$ cat config.mk
export PLATFORM = sky130hd
export DESIGN_NAME = cache_tag_ctrl
export DESIGN_NICKNAME = d
export VERILOG_FILES = /design/src/rtl/cache_tag_pkg.sv /design/src/rtl/ctc_tag_array.sv /design/src/rtl/ctc_repl.sv /design/src/rtl/ctc_counters.sv /design/src/rtl/cache_tag_ctrl.sv
export SDC_FILE = /design/constraint.sdc
export NUM_CORES = 1
export LEC_CHECK = 0
export ABC_CLOCK_PERIOD_IN_PS = 5100
export BUFFER_PORTS_ARGS = -buffer_cell sky130_fd_sc_hd__buf_2
export CAP_MARGIN = 20
export CORE_MARGIN = 2
export CORE_UTILIZATION = 50
export CTS_BUF_LIST = sky130_fd_sc_hd__clkbuf_2
export CTS_CLUSTER_SIZE = 16
export DETAILED_ROUTE_END_ITERATION = 7
export GPL_TIMING_DRIVEN = 0
export PLACE_DENSITY_LB_ADDON = 0.2
export RECOVER_POWER = 100
export SETUP_SLACK_MARGIN = 0.3
export SYNTH_ARGS = -nofsm -noshare
export SYNTH_HDL_FRONTEND = slang
export SYNTH_SLANG_ARGS = --single-unit
$ cat constraint.sdc
create_clock -name clk -period 5.1 [get_ports clk]
set_input_delay 1.02 -clock clk [delete_from_list [all_inputs] [get_ports clk]]
set_output_delay 1.02 -clock clk [all_outputs]
set_load 0.01 [all_outputs]
$ cat src/rtl/cache_tag_pkg.sv
package cache_tag_pkg;
  typedef enum logic {
    POL_RROBIN = 1'b0,
    POL_LRU    = 1'b1
  } repl_pol_e;
endpackage

$ cat src/rtl/ctc_tag_array.sv
module ctc_tag_array #(
  parameter int SETS  = 4,
  parameter int WAYS  = 4,
  parameter int IDX_W = 2,
  parameter int TAG_W = 8,
  parameter int WAY_W = 2
) (
  input  logic             clk,
  input  logic             rst_n,
  input  logic [IDX_W-1:0] set_idx,
  input  logic [TAG_W-1:0] tag,
  input  logic             fill_en,
  input  logic [WAY_W-1:0] fill_way,
  output logic [WAYS-1:0]  hit_vec,
  output logic [WAYS-1:0]  valid_vec
);
  logic [TAG_W-1:0] tag_mem [SETS][WAYS];
  logic [WAYS-1:0]  vld     [SETS];

  always_ff @(posedge clk or negedge rst_n) begin
    if (!rst_n) begin
      for (int s = 0; s < SETS; s++) vld[s] <= '0;
    end else if (fill_en) begin
      vld[set_idx][fill_way] <= 1'b1;
    end
  end

  always_ff @(posedge clk) begin
    if (fill_en) tag_mem[set_idx][fill_way] <= tag;
  end

  always_comb begin
    valid_vec = vld[set_idx];
    for (int w = 0; w < WAYS; w++)
      hit_vec[w] = vld[set_idx][w] && (tag_mem[set_idx][w] == tag);
  end
endmodule

$ cat src/rtl/ctc_repl.sv
module ctc_repl
  import cache_tag_pkg::*;
#(
  parameter int SETS  = 4,
  parameter int WAYS  = 4,
  parameter int IDX_W = 2,
  parameter int WAY_W = 2
) (
  input  logic             clk,
  input  logic             rst_n,
  input  repl_pol_e        policy,
  input  logic [IDX_W-1:0] set_idx,
  input  logic [WAYS-1:0]  valid_vec,
  input  logic             acc_en,
  input  logic [WAY_W-1:0] acc_way,
  input  logic             fill_en,
  output logic [WAY_W-1:0] victim
);
  generate
    if (WAYS == 1) begin : g_direct
      assign victim = '0;
    end else begin : g_assoc
      logic [WAY_W-1:0] rr_ptr [SETS];
      logic [WAY_W-1:0] age    [SETS][WAYS];
      logic [WAY_W-1:0] inv_way, old_way;
      logic             any_inv;

      always_comb begin
        any_inv = 1'b0;
        inv_way = '0;
        for (int w = WAYS - 1; w >= 0; w--) begin
          if (!valid_vec[w]) begin
            any_inv = 1'b1;
            inv_way = WAY_W'(w);
          end
        end
        old_way = '0;
        for (int w = 0; w < WAYS; w++)
          if (age[set_idx][w] == WAY_W'(WAYS - 1)) old_way = WAY_W'(w);
        if (any_inv)                victim = inv_way;
        else if (policy == POL_LRU) victim = old_way;
        else                        victim = rr_ptr[set_idx];
      end

      always_ff @(posedge clk or negedge rst_n) begin
        if (!rst_n) begin
          for (int s = 0; s < SETS; s++) begin
            rr_ptr[s] <= '0;
            for (int w = 0; w < WAYS; w++) age[s][w] <= WAY_W'(w);
          end
        end else begin
          if (fill_en)
            rr_ptr[set_idx] <= (victim == WAY_W'(WAYS - 1)) ? '0 : victim + 1'b1;
          if (acc_en) begin
            for (int w = 0; w < WAYS; w++) begin
              if (WAY_W'(w) == acc_way)
                age[set_idx][w] <= '0;
              else if (age[set_idx][w] < age[set_idx][acc_way])
                age[set_idx][w] <= age[set_idx][w] + 1'b1;
            end
          end
        end
      end
    end
  endgenerate
endmodule

$ cat src/rtl/ctc_counters.sv
module ctc_counters #(
  parameter int CNT_W = 16
) (
  input  logic             clk,
  input  logic             rst_n,
  input  logic             ev,
  input  logic             ev_hit,
  output logic [CNT_W-1:0] hit_cnt,
  output logic [CNT_W-1:0] acc_cnt
);
  always_ff @(posedge clk or negedge rst_n) begin
    if (!rst_n) begin
      hit_cnt <= '0;
      acc_cnt <= '0;
    end else if (ev) begin
      acc_cnt <= acc_cnt + 1'b1;
      if (ev_hit) hit_cnt <= hit_cnt + 1'b1;
    end
  end
endmodule

$ cat src/rtl/cache_tag_ctrl.sv
module cache_tag_ctrl
  import cache_tag_pkg::*;
#(
  parameter int ADDR_W = 10,
  parameter int SETS   = 4,
  parameter int WAYS   = 4,
  parameter int CNT_W  = 16,
  localparam int IDX_W = $clog2(SETS),
  localparam int TAG_W = ADDR_W - IDX_W,
  localparam int WAY_W = (WAYS > 1) ? $clog2(WAYS) : 1
) (
  input  logic              clk,
  input  logic              rst_n,
  input  logic              cfg_lru,
  input  logic              req_valid,
  output logic              req_ready,
  input  logic [ADDR_W-1:0] req_addr,
  output logic              resp_valid,
  output logic              resp_hit,
  output logic              resp_miss,
  output logic [WAY_W-1:0]  resp_way,
  output logic [CNT_W-1:0]  hit_cnt,
  output logic [CNT_W-1:0]  acc_cnt
);
  logic [IDX_W-1:0] set_idx;
  logic [TAG_W-1:0] tag;
  logic [WAYS-1:0]  hit_vec, valid_vec;
  logic [WAY_W-1:0] hit_way, victim, touch_way;
  logic             hit, fire, fill_en;

  assign set_idx   = req_addr[IDX_W-1:0];
  assign tag       = req_addr[ADDR_W-1:IDX_W];
  assign fire      = req_valid && req_ready;
  assign hit       = |hit_vec;
  assign fill_en   = fire && !hit;
  assign touch_way = hit ? hit_way : victim;

  always_comb begin
    hit_way = '0;
    for (int w = 0; w < WAYS; w++)
      if (hit_vec[w]) hit_way = WAY_W'(w);
  end

  ctc_tag_array #(
    .SETS(SETS), .WAYS(WAYS), .IDX_W(IDX_W), .TAG_W(TAG_W), .WAY_W(WAY_W)
  ) u_tags (
    .clk(clk), .rst_n(rst_n), .set_idx(set_idx), .tag(tag),
    .fill_en(fill_en), .fill_way(victim),
    .hit_vec(hit_vec), .valid_vec(valid_vec)
  );

  ctc_repl #(
    .SETS(SETS), .WAYS(WAYS), .IDX_W(IDX_W), .WAY_W(WAY_W)
  ) u_repl (
    .clk(clk), .rst_n(rst_n), .policy(repl_pol_e'(cfg_lru)),
    .set_idx(set_idx), .valid_vec(valid_vec),
    .acc_en(fire), .acc_way(touch_way), .fill_en(fill_en),
    .victim(victim)
  );

  ctc_counters #(.CNT_W(CNT_W)) u_cnt (
    .clk(clk), .rst_n(rst_n), .ev(fire), .ev_hit(hit),
    .hit_cnt(hit_cnt), .acc_cnt(acc_cnt)
  );

  always_ff @(posedge clk or negedge rst_n) begin
    if (!rst_n) begin
      req_ready  <= 1'b0;
      resp_valid <= 1'b0;
      resp_hit   <= 1'b0;
      resp_miss  <= 1'b0;
      resp_way   <= '0;
    end else begin
      req_ready  <= 1'b1;
      resp_valid <= fire;
      resp_hit   <= fire && hit;
      resp_miss  <= fire && !hit;
      if (fire) resp_way <= touch_way;
    end
  end
endmodule

=== Word level (Yosys, flattened, before mapping) ===
Memories as Yosys holds them, arrays and structs flattened.
Cells that the tools add are included.

* Add/subtract/negate cells: 7
* Magnitude comparators: 11
* Eq/ne operators: 11
* Multiplexer cells: 64
* Bitwise operators: 12
* Reductions and logical operators: 14

{| class="wikitable"
|+ Operator list
! cell !! number
|-
| $mux W32 || 12
|-
| $and A32 B32 Y32 || 4
|-
| $bwmux W32 || 4
|-
| $not A32 Y32 || 4
|-
| $demux W8 S2 || 5
|-
| $mux W2 || 18
|-
| $add A16 B1 Y16 const B || 2
|-
| $eq A8 B8 Y1 || 4
|-
| $mux W8 || 4
|-
| $bmux W8 S2 || 1
|-
| $mux W4 || 4
|-
| $or A16 B16 Y16 || 1
|-
| $add A2 B1 Y2 const B || 5
|-
| $logic_and A1 B1 Y1 || 10
|-
| $ge A3 B3 Y1 const B || 3
|-
| $not A2 Y3 || 3
|-
| $bmux W2 S2 || 2
|-
| $bmux W4 S2 || 1
|-
| $bwmux W8 || 1
|-
| $demux W4 S2 || 1
|-
| $eq A2 B2 Y1 const B || 4
|-
| $lt A2 B2 Y1 || 4
|-
| $mux W1 || 8
|-
| $lt A3 B1 Y1 const B || 2
|-
| 11 further kinds || 12
|}

* Bits in registers: 94
* Memory bits (writable): 128
* Input bits: 14
* Output and inout port bits: 38
* Logic and storage cells: 151
* Memories kept: 1

{| class="wikitable"
|+ Memory list
! name !! depth !! bits a word !! read ports !! clocked after Yosys merged registers in !! write ports !! RTL line !! RTL
|-
| u_tags.tag_mem || 4 || 32 || 1 || 0 || 1 || ctc_tag_array.sv:17 || <nowiki>logic [TAG_W-1:0] tag_mem [SETS][WAYS];</nowiki>
|}

=== Depth between registers and ports, before layout ===
Gate-level depths: netlist of the first run.

* Depth after elaboration: 30
* Mapped depth: 22
* Depth with buffers taken out: 17

=== By module ===
A second synthesis of the first run with hierarchy kept.

* Cells, all modules: 683
* Area, all modules: 10248.6 µm²

{| class="wikitable"
|+ By module, submodules not included
! module !! times used !! cells an instance !! area each (µm²)
|-
| ctc_tag_array || 1 || 321 || 5938.2
|-
| ctc_repl || 1 || 218 || 2636.3
|-
| ctc_counters || 1 || 123 || 1435.1
|-
| cache_tag_ctrl || 1 || 21 || 239.0
|}

=== Worst setup path after synthesis of the first run ===
OpenSTA, ideal clock, no wires.

* Path type: input -> register
* Start: input port req_addr[1]
* End: register u_repl.g_assoc.age[6] in the netlist's numbering
* Data arrival time: 5.037 ns
* Data required time: 4.955 ns
* Path slack: -0.082 ns
* Stages: 20
* Buffers on the path: 4
* Path through: buf_2 -> buf_4 -> buf_4 -> buf_1 -> mux2_2 -> a21oi_1 -> inv_1 -> ha_1 -> nand2b_1 -> a32oi_1 -> o31ai_1 -> a31o_2 -> inv_2 -> a22oi_1 -> o21ai_2 -> or3b_4 -> a31o_1 -> maj3_2 -> a21oi_1 -> o32ai_1

* Cells in the longest elaborated chain, start to end: 30
* Elaborated cells on any way between the ends: 87
* Those cells by class: add/sub (4); order compare (6); eq/ne (10); mux (49); bitwise (10); reduce/logical (7); memory (1)

{| class="wikitable"
|+ Ends and longest elaborated chain
! what !! RTL line !! RTL
|-
| start, declared || cache_tag_ctrl.sv:17 || <nowiki>input logic [ADDR_W-1:0] req_addr,</nowiki>
|-
| $not A2 Y3 || n/a ||
|-
| $bmux W8 S2 || ctc_repl.sv:39, ctc_repl.sv:58, ctc_repl.sv:59 ||
|-
| $mux W8 || n/a ||
|-
| $mux W8 (not written as such) || ctc_repl.sv:58, ctc_repl.sv:59 ||
|-
| $eq A2 B2 Y1 || ctc_repl.sv:39 || <nowiki>if (age[set_idx][w] == WAY_W'(WAYS - 1)) old_way = WAY_W'(w);</nowiki>
|-
| $mux W1 || ctc_repl.sv:39 ||
|-
| $mux W2 (2 in series) || ctc_repl.sv:39 ||
|-
| $mux W2 || ctc_repl.sv:41 || <nowiki>else if (policy == POL_LRU) victim = old_way;</nowiki>
|-
| (+13 left out) || n/a ||
|-
| $mux W32 || ctc_repl.sv:54 || <nowiki>if (acc_en) begin</nowiki>
|-
| $bwmux W32 || ctc_repl.sv:59 || <nowiki>age[set_idx][w] <= age[set_idx][w] + 1'b1;</nowiki>
|-
| $mux W32 || ctc_repl.sv:58 || <nowiki>else if (age[set_idx][w] < age[set_idx][acc_way])</nowiki>
|-
| $mux W32 || ctc_repl.sv:56 || <nowiki>if (WAY_W'(w) == acc_way)</nowiki>
|-
| $mux W32 || ctc_repl.sv:54 ||
|-
| $bwmux W32 || ctc_repl.sv:59 ||
|-
| $mux W32 || ctc_repl.sv:58 ||
|-
| $mux W32 * || ctc_repl.sv:56 ||
|-
| end signal, assigned by index || ctc_repl.sv:59 ||
|-
| end, declared || ctc_repl.sv:24 || <nowiki>logic [WAY_W-1:0] age [SETS][WAYS];</nowiki>
|}

Mark *: on every way between the ends. The rest lies on a longest branch, timed or not. The select of a mux whose other input is x is not followed.
A chain may end at the register's enable or synchronous reset.

=== Worst setup path after layout of the first run ===
* Start: input port req_addr[1]
* End: register u_repl.g_assoc.age[18] in the netlist's numbering

The elaborated chain is that of the path after synthesis.

==> impl_metrics.ini, run 1 <==
[outcome]
outcome = finished with violations
violations = capacitance limit, slew limit

[pwr]
power_density_nw_per_um2 = 449
pwr-share-comb_pct = 28.4
p_sw_uw = 1650
total_power_uw = 4880
p_leak_uw = 0.00415
internal_power_uw = 3230
switching_share_pct = 33.8
clkPwrFrac_pct = 22.8
seqPwrFrac_pct = 48.8
peakVddDrop_mv = 0.245

[global_routing]
grt_antenna_before_repair = 1
grtUsageTotal_pct = 21.1
grt_pass1_vias = 6053
grt_max_degree = 67
grt.overflow.total = 0
grt_pass1_wl_mm = 33.0

[min_path]
min_path_type = register to register
min_path_cells = 1
min_from = u_tags.vld[13]$_DFFE_PN0P_
hold_end = u_tags.vld[13]$_DFFE_PN0P_

[cts]
root_buffer = clkbuf_2
clkLatencyLatePin_ns = 0.83
cts-hold-fix-buffers = 0
cts_buffers = 54
clk_pin_slew_ns = 0.10
cts_max_level = 2
clkSinkCount = 222
clockBufferDepth = 3
cts_tree = yes

[logic_synthesis]
synthDistinctLibCells = 61
synth_edf_count = 128
ys_warn_count = 0
syn_area_per_cell_um2 = 15.0
syn_inst = 654
synth_top_flop_cell = edfxtp_1
ys_ff_latch = 222
synthArstFlopShare_pct = 42.3
synthesis.nets = 677
synth_area_um2 = 9790
ys_seq_area_share_pct = 63.5

[layout]
area_growth_pct = 11.0
multi_input_area_um2 = 3330
drive_gt1_share_pct = 24.2
finalInstanceArea_um2 = 10900
seq_area_um2 = 6220
layout.nets = 785
n_fill_cell = 1623

[timing]
max_freq_mhz = 214
slew_headroom_pct = -15.4
setup_violations = 0
finalHoldViolCount = 0
slew_viol_final = 29
worst_slew_pin_slew_ns = 1.73
rsz0062_at_grt = false
min_period_over_period_pct = 91.8
fin_skew_ns = 0.0711
fin_crit_ns = 4.68

[job]
drv_cap = 1

[critical_path]
crit_path_start = req_addr[1]
reg2reg_slack_ns = 0.94
r2r_start = u_tags.tag_mem[0][5]$_DFFE_PP_
crit_required_ns = 5.80
worstPathMaxFanout = 10
start_kind = input port
worstSetupPathType = input port to register
worst-r2r-cell-count = 9
r2r_end = u_tags.tag_mem[0][23]$_DFFE_PP_
cp-end-kind = register
arrival_ns = 5.38

[placed_design]
post_dp_cell_area_um2 = 10400
place_congestion = 0.792
port_buffers = 49
hpwlAfterDp_mm = 13.9

[die]
die-height_um = 144
boundaryPins = 52
coreArea_um2 = 19300
std_cell_rows = 51
dieArea_um2 = 20700
start_util_pct = 50.6
die_x_um = 144

[routing]
dr.pass1.iters = 6
antenna_left = 0
post-route-drc-count = 0
num_vias = 5867
routedWlPerCell_um = 19.7
drt_first_iter_violations = 368
via_per_inst = 5.49
wl_mm = 21.1
[metal layers]
layer	up-vias	wire, um	share of wire, %	global-route usage, %
met5	-	0	0	0
met4	0	364	1.7	6.45
met3	38	1060	5.0	4.37
met2	163	10500	50	35.2
met1	2957	9090	43	27.9
li1	2709	-	-	-
[worst max-delay path by stage]
stage	endpoint	slack (ns)	cells past startpoint
after floorplan	u_repl.g_assoc.age[22]$_DFFE_PN0P_	0.33	20
after global placement	u_repl.g_assoc.age[30]$_DFFE_PN0P_	-0.34	21
after detailed placement	u_repl.g_assoc.age[14]$_DFFE_PN0P_	-0.44	21
after CTS	u_repl.g_assoc.age[14]$_DFFE_PN0P_	0.43	21
after global routing	u_repl.g_assoc.age[26]$_DFFE_PN0P_	0.15	21
final	u_repl.g_assoc.age[18]$_DFFE_PN0P_	0.42	21
[flip-flops by register name, indices dropped and copies added (netlist names)]
| register | flops |
|---|---|
| u_cnt.hit_cnt | 16 |
| u_repl.g_assoc.rr_ptr | 8 |
| req_ready | 1 |
| u_tags.vld | 16 |
| resp_way | 2 |
| resp_hit | 1 |
| u_tags.tag_mem | 128 |
| resp_valid | 1 |
| resp_miss | 1 |
| u_repl.g_assoc.age | 32 |
| u_cnt.acc_cnt | 16 |
[Yosys cell counts (3+ instances only)]
cell | n | area, um2
edfxtp_1 | 128 | 3840
and4_1 | 3 | 26.3
buf_6 | 4 | 45.0
and2_1 | 20 | 125
clkbuf_1 | 15 | 56.3
o21ai_0 | 10 | 50.1
a31oi_1 | 6 | 37.5
and3_1 | 10 | 62.6
dfrtp_1 | 78 | 1950
xor2_1 | 18 | 158
nor2_1 | 26 | 97.6
buf_1 | 4 | 15.0
a21oi_1 | 16 | 80.1
mux4_2 | 37 | 833
a32o_1 | 8 | 80.1
nor3_1 | 7 | 35.0
o2bb2ai_1 | 10 | 87.6
xnor2_1 | 49 | 429
buf_2 | 4 | 20.0
a22o_1 | 4 | 35.0
nand3_1 | 16 | 80.1
inv_1 | 19 | 71.3
or2_2 | 19 | 119
o22ai_1 | 7 | 43.8
dfstp_2 | 16 | 420
nand2_1 | 21 | 78.8
buf_4 | 4 | 30.0
mux2i_1 | 20 | 200
ha_1 | 9 | 113
o31ai_1 | 9 | 67.6
nand4_1 | 9 | 56.3
mux2_2 | 9 | 101
[metrics by stage]
step	setup TNS (ns)	hold WS, ns	utilization [%]	worst slack, ns	instances
floorplan	0	0.434	-	0.327	654
global placement	-7.55	0.446	53.7	-0.337	968
detailed placement	-11.12	0.449	53.9	-0.438	969
CTS	0	0.0695	56.3	0.428	1066
global route	0	0.490	56.2	0.155	1069
finish	0	0.474	56.2	0.417	1069
[layout by cell type (no fill, tap or decap), types with 14 or more instances in the layout]
master / synthesis / final
a21oi_1: 16 / 16
clkbuf_1: 15 / 62
clkbuf_2: 0 / 77
clkinv_1: 0 / 14
dfrtp_1: 78 / 78
dfstp_2: 16 / 16
edfxtp_1: 128 / 128
inv_1: 19 / 19
mux2i_1: 20 / 19
mux4_2: 37 / 37
nand2_1: 21 / 21
nand3_1: 16 / 16
nor2_1: 26 / 26
or2_2: 19 / 19
xnor2_1: 49 / 49
xor2_1: 18 / 18
[cell type report]
cell class	count	area share (%)
repair buffers	52	2.11
multi-input cells	381	30.7
flip-flops and latches	222	57.2
well taps	265	3.05
clock buffers	76	3.50
clock inverters	21	0.830
inverters	20	0.691
plain buffers	31	1.86
diodes	1	0.0230
[kinds of logic (layout without fill, tap and decap cells)]
kind of cell | count (synthesis) | after routing | synth area share, %
simple gates | 148 | 148 | 8.35
xor+xnor | 67 | 67 | 6.00
compound gates | 88 | 88 | 6.66
buf+inv | 51 | 200 | 2.47
other cells | 1 | 2 | 0.0383
flops | 222 | 222 | 63.5
fa+ha+maj | 11 | 11 | 1.38
mux | 66 | 66 | 11.6
[power groups by stage]
stage	Combinational (uW)	Sequential (uW)	Clock (uW)
after floorplan	1040	2380	0
after global placement	1330	2390	0
after detailed placement	1370	2410	0
after CTS	1380	2370	1150
after global routing	1530	2410	1240
final	1390	2380	1110
[critical path: stages]
cell and delay, ns:
buf_4 0.15, buf_12 0.16, buf_8 0.17, buf_8 0.17, mux2_2 0.34, a21oi_1 0.19
inv_1 0.10, ha_1 0.24, nand2b_1 0.16, a32oi_1 0.20, o31ai_1 0.11, a31o_2 0.25
inv_2 0.10, a22oi_1 0.13, o21ai_2 0.35, mux2i_1 0.16, mux2_1 0.43, a221oi_2 0.45
or2_1 0.15, buf_4 0.15, a32o_1 0.17
[timing repair]
| item | 4_1_cts | 5_1_grt |
|---|---|---|
| endpoints found under the setup margin | 0 | 32 |
| buffers inserted | 0 | 2 |
| gates resized for setup | 0 | 9 |
No activity file was read; power rests on OpenSTA's default activity.
==> run 2: changes to the inputs <==
PLACE_DENSITY = 0.78   (was not set)
PLACE_DENSITY_LB_ADDON = not set   (was 0.2)
==> run 2 against run 1 <==
Against the previous run:
- the flow still finishes with violations (capacitance limit, slew limit)
- combinational power is essentially flat
- maximum frequency shrank 1.7%
- via count grew 2.3%
- count of clock-buffer cells in the layout grew 2
- die area is the same
- power grew 0.28%
- clock skew grew 0.0089 ns
- sequential power is essentially flat
- sequential share of layout area grew 0.27 points
- cell area shrank 0.47%
- flip-flop and latch count is the same
- non-clock buffer count shrank 2
==> impl_metrics.ini, run 2 (synthesis gave the netlist of run 1 again) <==
[critical_path]
reg2reg_slack_ns = 0.83
start_kind = input port
worst-path-buf-inv = 6
worst-r2r-cell-count = 9
worstPathMaxFanout = 10
cp-end-kind = register
crit_top_cell = buf_6
cp_slowest_cell = or3b_4
worst-path-stages = 21
crit_required_ns = 5.74
cp_cell_sequence = buf_4, buf_6, buf_6, buf_6, mux2i_1, nor2_1, a21oi_1, inv_1, ha_1, nand2b_1, a32oi_1, o31ai_1, a31o_2, inv_2, a22oi_1, o21ai_2, or3b_4, a31o_1, maj3_2, a21oi_1, o22ai_1
cpPeakStageDelay_ns = 0.46
worstSetupPathType = input port to register
crit_family = compound AO/OA/AOI/OAI gates
arrival_ns = 5.40

[routing]
post-route-drc-count = 0
antenna_left = 0
num_vias = 6002
dr.pass1.iters = 5
drt_first_iter_violations = 459
routedWlPerCell_um = 19.4
via_per_inst = 5.63
wl_mm = 20.7

[layout]
largest_register_ffs = 128
utilization_pct = 55.9
drive_gt1_share_pct = 24.4
reg_top3 = u_tags.tag_mem x128, u_repl.g_assoc.age x32
layout_common_cells = edfxtp_1, clkbuf_2, dfrtp_1, clkbuf_1, xnor2_1
largest-register = u_tags.tag_mem
area_growth_pct = 10.4
n_fill_cell = 1580
num_antenna_cells = 0
layout.nets = 782
finalInstanceArea_um2 = 10800
final_common_cell = edfxtp_1
fin_cells = 1067

[cts]
clkLatencyLatePin_ns = 0.82
cts_buffers = 53
cts-hold-fix-buffers = 0
post_cts_buffers = 0
cts_max_level = 2
clk_pin_slew_ns = 0.11
clockBufferDepth = 3
clkSinkCount = 222
cts_tree = yes
root_buffer = clkbuf_2

[die]
std_cell_rows = 51
die-height_um = 144
die_x_um = 144
start_util_pct = 50.6
dieArea_um2 = 20700
coreArea_um2 = 19300
boundaryPins = 52

[timing]
min_period_over_period_pct = 93.4
worst_slew_pin_slew_ns = 3.06
setup_violations = 0
fin_crit_ns = 4.76
slew_headroom_pct = -104
holdWs_ns = 0.382
rsz0062_at_grt = false
finalHoldViolCount = 0
fin_skew_ns = 0.0799
max_freq_mhz = 210
slew_viol_final = 73
fin_tns_setup_ns = 0

[placed_design]
post_dp_cell_area_um2 = 10400
port_buffers = 49
place_congestion = 0.857
hpwlAfterDp_mm = 13.9
dp_cells = 969

[global_routing]
grtUsageTotal_pct = 20.4
grt_antenna_before_repair = 0
grt_pass1_wl_mm = 32.4
grt.overflow.total = 0
grt_max_degree = 73
grt_pass1_vias = 6156

[min_path]
min_path_type = input port to async pin

[pwr]
power_density_nw_per_um2 = 453
peakVddDrop_mv = 0.282
p_leak_uw = 0.00414

[outcome]
outcome = finished with violations
violations = capacitance limit, slew limit

[job]
drv_cap = 1
## run 2: cell count changes in the layout (fill, tap and decap cells not counted), sizes merged
cell	delta
clkinv	-1
dlymetal6s4s	+1
clkbuf	+2
buf	-3
diode	-1
## run 2: power by group
part	leakage [uW]	internal, uW	switching, uW
clock	0.000375	417	705
sequential	0.00231	2220	161
combinational	0.00146	593	795
total	0.00414	3230	1660
## run 2: layout make-up
type	instances	area (um2)	area share, %
inverters	20	75.1	0.695
clock inverters	20	87.6	0.810
plain buffers	31	184	1.70
well taps	265	332	3.07
clock buffers	78	390	3.61
flip-flops and latches	222	6220	57.5
repair buffers	50	199	1.84
multi-input cells	381	3320	30.8
## run 2: worst paths after layout
kind                                                      endpoint                            from
worst max-delay path            u_repl.g_assoc.age[15]$_DFFE_PN0P_                     req_addr[1]
worst max register to register     u_tags.tag_mem[0][23]$_DFFE_PP_  u_tags.tag_mem[3][7]$_DFFE_PP_
worst min register to register           u_tags.vld[7]$_DFFE_PN0P_       u_tags.vld[7]$_DFFE_PN0P_
min in group clk                         u_tags.vld[7]$_DFFE_PN0P_       u_tags.vld[7]$_DFFE_PN0P_
worst min-delay path                     u_tags.vld[6]$_DFFE_PN0P_                           rst_n
max in group asynchronous             u_cnt.hit_cnt[5]$_DFFE_PN0P_                           rst_n
## run 2: layer usage
layer	global-route usage [%]	share of wire, %	vias up
li1	-	-	2699
met1	26.4	42	3035
met2	34.0	50	224
met3	4.37	6.5	44
met4	7.59	2.2	0
met5	0	0	-
## run 2: what timing repair did
item / CTS / global route
gates resized for setup: 0 / 1
endpoints found under the hold margin: 0 / 0
endpoints found under the setup margin: 0 / 15
## run 2: stage by stage
step | setup slack [ns] | power (uW)
after global placement | -0.255 | 3700
after floorplan | 0.327 | 3420
after CTS | 0.539 | 4920
after global routing | 0.151 | 5170
final | 0.337 | 4890
after detailed placement | -0.323 | 3800
